## config.mk

```make
export PLATFORM = sky130hd
export DESIGN_NAME = prio_intc
export DESIGN_NICKNAME = d
export VERILOG_FILES = /design/src/rtl/intc_pkg.sv /design/src/rtl/intc_flags.sv /design/src/rtl/intc_pick.sv /design/src/rtl/prio_intc.sv
export SDC_FILE = /design/constraint.sdc
export NUM_CORES = 1
export LEC_CHECK = 0
export ABC_AREA = 1
export BUFFER_PORTS_ARGS = -buffer_cell sky130_fd_sc_hd__buf_4
export CORE_ASPECT_RATIO = 0.75
export CORE_MARGIN = 4
export CORE_UTILIZATION = 54
export CTS_CLUSTER_SIZE = 25
export DETAILED_ROUTE_END_ITERATION = 8
export PLACE_DENSITY = 0.79
export SLEW_MARGIN = 20
export SYNTH_ARGS = -nofsm -noshare
export SYNTH_HDL_FRONTEND = slang
export SYNTH_HIERARCHICAL = 1
export SYNTH_SLANG_ARGS = --single-unit
```

## constraint.sdc

```tcl
create_clock -name clk -period 2.4 [get_ports clk]
set_input_delay 0.12 -clock clk [delete_from_list [all_inputs] [get_ports clk]]
set_output_delay 0.12 -clock clk [all_outputs]
set_load 0.1 [all_outputs]
```

## src/rtl/intc_pkg.sv

```systemverilog
package intc_pkg;
    parameter int NSRC    = 6;
    parameter int REGW    = 8;
    parameter int IDXW    = $clog2(NSRC);
    parameter int SER_IDX = 4;
    parameter int MEN_BIT = 7;
    parameter int ADDRW   = 2;

    localparam logic [ADDRW-1:0] A_ENABLE = 2'd0;
    localparam logic [ADDRW-1:0] A_PRIO   = 2'd1;
    localparam logic [ADDRW-1:0] A_SERCLR = 2'd2;

    typedef struct packed {
        logic [NSRC-1:0] flg;
        logic            rx;
        logic            tx;
    } flag_st;

    typedef struct packed {
        logic            men;
        logic [NSRC-1:0] sen;
        logic [NSRC-1:0] pri;
        logic [1:0]      svc;
        logic            req;
        logic [IDXW-1:0] vec;
        logic            lvl;
        logic [IDXW-1:0] act;
    } ctl_st;
endpackage

```

## src/rtl/intc_flags.sv

```systemverilog
module intc_flags
    import intc_pkg::*;
(
    input  logic            clk,
    input  logic            rst_n,
    input  logic [NSRC-1:0] set_i,
    input  logic [NSRC-1:0] clr_i,
    input  logic            rx_set_i,
    input  logic            tx_set_i,
    input  logic            rx_clr_i,
    input  logic            tx_clr_i,
    output logic [NSRC-1:0] pend_nxt_o
);
    flag_st fl_d, fl_q;

    always_comb begin
        fl_d = fl_q;
        for (int k = 0; k < NSRC; k++) begin
            fl_d.flg[k] = set_i[k] | (fl_q.flg[k] & ~clr_i[k]);
        end
        fl_d.rx = rx_set_i | (fl_q.rx & ~rx_clr_i);
        fl_d.tx = tx_set_i | (fl_q.tx & ~tx_clr_i);
        pend_nxt_o = fl_d.flg;
        pend_nxt_o[SER_IDX] = fl_d.rx | fl_d.tx;
    end

    always_ff @(posedge clk) begin
        if (!rst_n) fl_q <= '0;
        else        fl_q <= fl_d;
    end

    for (genvar k = 0; k < NSRC; k++) begin : g_chk
        if (k != SER_IDX) begin : g_dev
            // a set always lands, even against a clear
            a_r11_set_wins: assert property (@(posedge clk) disable iff (!rst_n)
                set_i[k] |=> fl_q.flg[k]);
            // a lone clear removes the flag
            a_r8_clear_done: assert property (@(posedge clk) disable iff (!rst_n)
                (clr_i[k] && !set_i[k]) |=> !fl_q.flg[k]);
        end
    end

    // serial receive flag holds until software clears it
    a_r7_rx_hold: assert property (@(posedge clk) disable iff (!rst_n)
        (fl_q.rx && !rx_clr_i) |=> fl_q.rx);
endmodule

```

## src/rtl/intc_pick.sv

```systemverilog
module intc_pick
    import intc_pkg::*;
(
    input  logic            clk,
    input  logic            rst_n,
    input  logic [NSRC-1:0] elig_i,
    input  logic [NSRC-1:0] prio_i,
    output logic            found_o,
    output logic            hi_o,
    output logic [IDXW-1:0] idx_o
);
    logic [NSRC-1:0] hi_set, cand;

    always_comb begin
        hi_set  = elig_i & prio_i;
        hi_o    = |hi_set;
        cand    = hi_o ? hi_set : elig_i;
        found_o = |cand;
        idx_o   = '0;
        for (int k = NSRC-1; k >= 0; k--) begin
            if (cand[k]) idx_o = IDXW'(k);
        end
    end

    // winner is always an eligible source
    a_r5_winner_eligible: assert property (@(posedge clk) disable iff (!rst_n)
        found_o |-> elig_i[idx_o]);
    // any upper-level candidate forces an upper-level winner
    a_r6_upper_wins: assert property (@(posedge clk) disable iff (!rst_n)
        (found_o && |(elig_i & prio_i)) |-> prio_i[idx_o]);
endmodule

```

## src/rtl/prio_intc.sv

```systemverilog
module prio_intc
    import intc_pkg::*;
(
    input  logic              clk,
    input  logic              rst_n,
    input  logic [NSRC-1:0]   evt_i,
    input  logic              rx_evt_i,
    input  logic              tx_evt_i,
    input  logic              wr_en_i,
    input  logic [ADDRW-1:0]  wr_addr_i,
    input  logic [REGW-1:0]   wr_data_i,
    input  logic              irq_ack_i,
    input  logic              reti_i,
    output logic              irq_req_o,
    output logic [IDXW-1:0]   irq_vec_o,
    output logic              irq_lvl_o,
    output logic [IDXW-1:0]   act_vec_o,
    output logic [1:0]        in_svc_o
);
    localparam logic [NSRC-1:0] DEV_MASK = ~(NSRC'(1) << SER_IDX);

    ctl_st c_d, c_q;

    logic            take;
    logic [NSRC-1:0] clr_vec;
    logic            rx_clr, tx_clr;
    logic [NSRC-1:0] pend_nxt, elig;
    logic            found, hi;
    logic [IDXW-1:0] idx;

    assign take   = irq_ack_i & c_q.req;
    assign rx_clr = wr_en_i && (wr_addr_i == A_SERCLR) && wr_data_i[0];
    assign tx_clr = wr_en_i && (wr_addr_i == A_SERCLR) && wr_data_i[1];

    always_comb begin
        clr_vec = '0;
        if (take && (c_q.vec != IDXW'(SER_IDX))) clr_vec[c_q.vec] = 1'b1;
    end

    intc_flags i_flags (
        .clk        (clk),
        .rst_n      (rst_n),
        .set_i      (evt_i & DEV_MASK),
        .clr_i      (clr_vec),
        .rx_set_i   (rx_evt_i),
        .tx_set_i   (tx_evt_i),
        .rx_clr_i   (rx_clr),
        .tx_clr_i   (tx_clr),
        .pend_nxt_o (pend_nxt)
    );

    assign elig = pend_nxt & c_q.sen & {NSRC{c_q.men}};

    intc_pick i_pick (
        .clk     (clk),
        .rst_n   (rst_n),
        .elig_i  (elig),
        .prio_i  (c_q.pri),
        .found_o (found),
        .hi_o    (hi),
        .idx_o   (idx)
    );

    always_comb begin
        c_d = c_q;
        if (wr_en_i && wr_addr_i == A_ENABLE) begin
            c_d.men = wr_data_i[MEN_BIT];
            c_d.sen = wr_data_i[NSRC-1:0];
        end
        if (wr_en_i && wr_addr_i == A_PRIO) c_d.pri = wr_data_i[NSRC-1:0];
        if (reti_i) begin
            if (c_q.svc[1]) c_d.svc[1] = 1'b0;
            else            c_d.svc[0] = 1'b0;
        end
        if (take) begin
            c_d.svc[c_q.lvl] = 1'b1;
            c_d.act          = c_q.vec;
        end
        c_d.req = found && !c_d.svc[1] && (!c_d.svc[0] || hi);
        c_d.vec = found ? idx : '0;
        c_d.lvl = found && hi;
    end

    always_ff @(posedge clk) begin
        if (!rst_n) c_q <= '0;
        else        c_q <= c_d;
    end

    assign irq_req_o = c_q.req;
    assign irq_vec_o = c_q.vec;
    assign irq_lvl_o = c_q.lvl;
    assign act_vec_o = c_q.act;
    assign in_svc_o  = c_q.svc;

    // a request needs the master enable as it stood at the decision
    a_r3_master_gate: assert property (@(posedge clk) disable iff (!rst_n)
        c_q.req |-> $past(c_q.men));
    // upper service blocks everything
    a_r9_upper_blocks: assert property (@(posedge clk) disable iff (!rst_n)
        c_q.svc[1] |-> !c_q.req);
    // lower service admits only upper requests
    a_r9_lower_preempt: assert property (@(posedge clk) disable iff (!rst_n)
        (c_q.svc[0] && c_q.req) |-> c_q.lvl);
    // acknowledge marks the winner's level in service
    a_r8_ack_level: assert property (@(posedge clk) disable iff (!rst_n)
        take |=> c_q.svc[$past(c_q.lvl)]);
    // return ends the upper service first
    a_r10_reti_upper: assert property (@(posedge clk) disable iff (!rst_n)
        (reti_i && c_q.svc[1]) |=> !c_q.svc[1]);
endmodule

```

==> run metrics <==
WP data required about 2.6 ns; NetSw approximately 0.25 mW; Avg WL per Cell 10.6 um; Int Power roughly 0.79 mW; Worst setup EP type register; total gr overflow 0; Num CTS Buffers 5; worst hold margin between 0.1 and 0.15 ns; Multi-input gate area around 740 um2; CP Class reg -> reg; # diodes 0; Period minus WS final between 2 and 2.5 ns; largest net degree at the start of global routing 17; Detailed Route WL around 3100 um; Mapped Area approximately 1600 um2; Bufs on Longest Clock Path 2; f_max ~460 MHz; die height 55.2 um; initial antenna violation count 0; Mapped Cells between 200 and 250; sw frac about a quarter; P per Cell Area ~560 nW/um2; leakage roughly 0.83 nW; Synthesized Nets between 200 and 300; drc violations 0; Die Width 70.9 um; num ports 33; endpoints failing setup 0; RSZ-0062 raised after global routing true; 1st-pass router iterations 4; Critical Path AT ~2.4 ns; Worst-Skew Late Latency around 0.28 ns; Synth Warn # 6; H-tree depth 2; Design Power 1.04 mW; core area ~2700 um2; input/output buffers 30; Fin. Hold Viols 0; initial drt markers approximately 80; GRT Total Usage 17.3%; routability cong. a little over 0.8; CTS root buf clkbuf_8; fillers 258; Die ar. a little under 4000 um2; clk_skew between 0.005 and 0.006 ns; Setup crit start kind register; setup ws final 0.212 ns; fin crit share around nine tenths; sequential share of power around half; first-pass GRT wire length ~5500 um; Vias/cell around 4.7; fin util roughly two thirds; Worst-Margin Slew ~0.36 ns; CTS clock-pin slew for the worst setup and hold paths 0.06 ns; Final ANT Viol Nets 0; fraction of layout cells with a size suffix above 1 about a quarter; placed cells roughly 290; CTS tree yes; setup TNS 0 ns; fraction of power consumed by combinational cells between 10% and 20%; worst slack, placed between 0.15 and 0.2 ns; slew margin rel. 75.8%; Seq. cell area 606 um2; status complete, no violations; Placement Cell Area 1760 um2; placed wire-length estimate around 2400 um; Area Growth Syn to Fin 15.7%; Clock Sinks 30; Initial Utilization about three fifths; vias in the first global route approximately 1300; nets@finish roughly 280; max-slew violation count 0; crit path max fanout 4; Clk pwr share a little under two fifths; worst min-delay path class in -> reg; Vias around 1400; Design Area, Final 1860 um2; std cell rows 16; max cap viols 0; Synth Area per Inst approximately 6.8 um2; Worst VDD drop roughly 0.00043 V; final std cells w/o fill 294
## what timing repair did
item,CTS,global route
gates resized for setup,0,3
hold buffers,0,0
setup buffers,0,1
endpoints found under the setup margin,0,5
## critical path, stage by stage, from the launching register on
cell and delay [ns]:
dfxtp_1 0.33, or2_2 0.31, nor2_1 0.13, inv_1 0.05, nand2_1 0.08, nand2_1 0.06
nand2_1 0.06, nor2_1 0.05, nand2_1 0.10, nand2_2 0.07, nor2_4 0.13, nand2_4 0.08
inv_2 0.06, o21ai_2 0.06, nor2b_2 0.16, nand3_1 0.06, nand2_1 0.07, nand3b_1 0.15
a21oi_1 0.11
## power groups by stage
stage	clock network, mW	registers (mW)	logic [mW]
after floorplan	0	0.536	0.0798
after global routing	0.426	0.527	0.128
after detailed placement	0	0.535	0.113
after global placement	0	0.535	0.112
after CTS	0.407	0.524	0.114
final	0.399	0.525	0.114
## area by class of cell
| type | count | share of cell area, % |
|---|---|---|
| clock buffer | 7 | 4.65 |
| timing repair buffer | 32 | 12.9 |
| multi-input combinational | 153 | 40.1 |
| tap | 36 | 2.43 |
| inverter | 36 | 7.28 |
| sequential | 30 | 32.6 |
## state kept, by name (all words and copies together) (netlist names)
register,count
in_svc_o,2
irq_req_o,1
act_vec_o,3
irq_lvl_o,1
irq_vec_o,3
c_q,13
i_flags/fl_q,7
## path summary, 6_finish.rpt
path / start / to / slack, ns / cells past startpoint
worst max-delay path: irq_vec_o[2] / irq_req_o / 0.21 / 18
worst max register to register: irq_vec_o[2] / irq_req_o / 0.21 / 18
worst min-delay path: tx_evt_i / i_flags/fl_q[0] / 0.10 / 3
worst min register to register: act_vec_o[1] / act_vec_o[1] / 0.46 / 2
## layer usage
| layer | part of all wire [%] | up-vias | wire (um) | global-route usage (%) |
|---|---|---|---|---|
| li1 | - | 758 | - | - |
| met1 | 51 | 598 | 1590 | 24.9 |
| met2 | 41 | 36 | 1270 | 24.3 |
| met3 | 6.8 | 4 | 213 | 4.89 |
| met4 | 1.2 | 0 | 37 | 6.43 |
| met5 | 0 | - | 0 | 0 |
## layout by cell type (no fill, tap or decap), types with 5 or more instances in the layout
master / count
nand3b_1: 6
nand3_1: 7
nand4_1: 6
inv_2: 5
a21oi_1: 16
nand2_1: 64
nor2_1: 33
buf_4: 32
dfxtp_1: 28
a21oi_2: 7
clkbuf_8: 6
inv_1: 31
(Power assumes the default switching activity.)
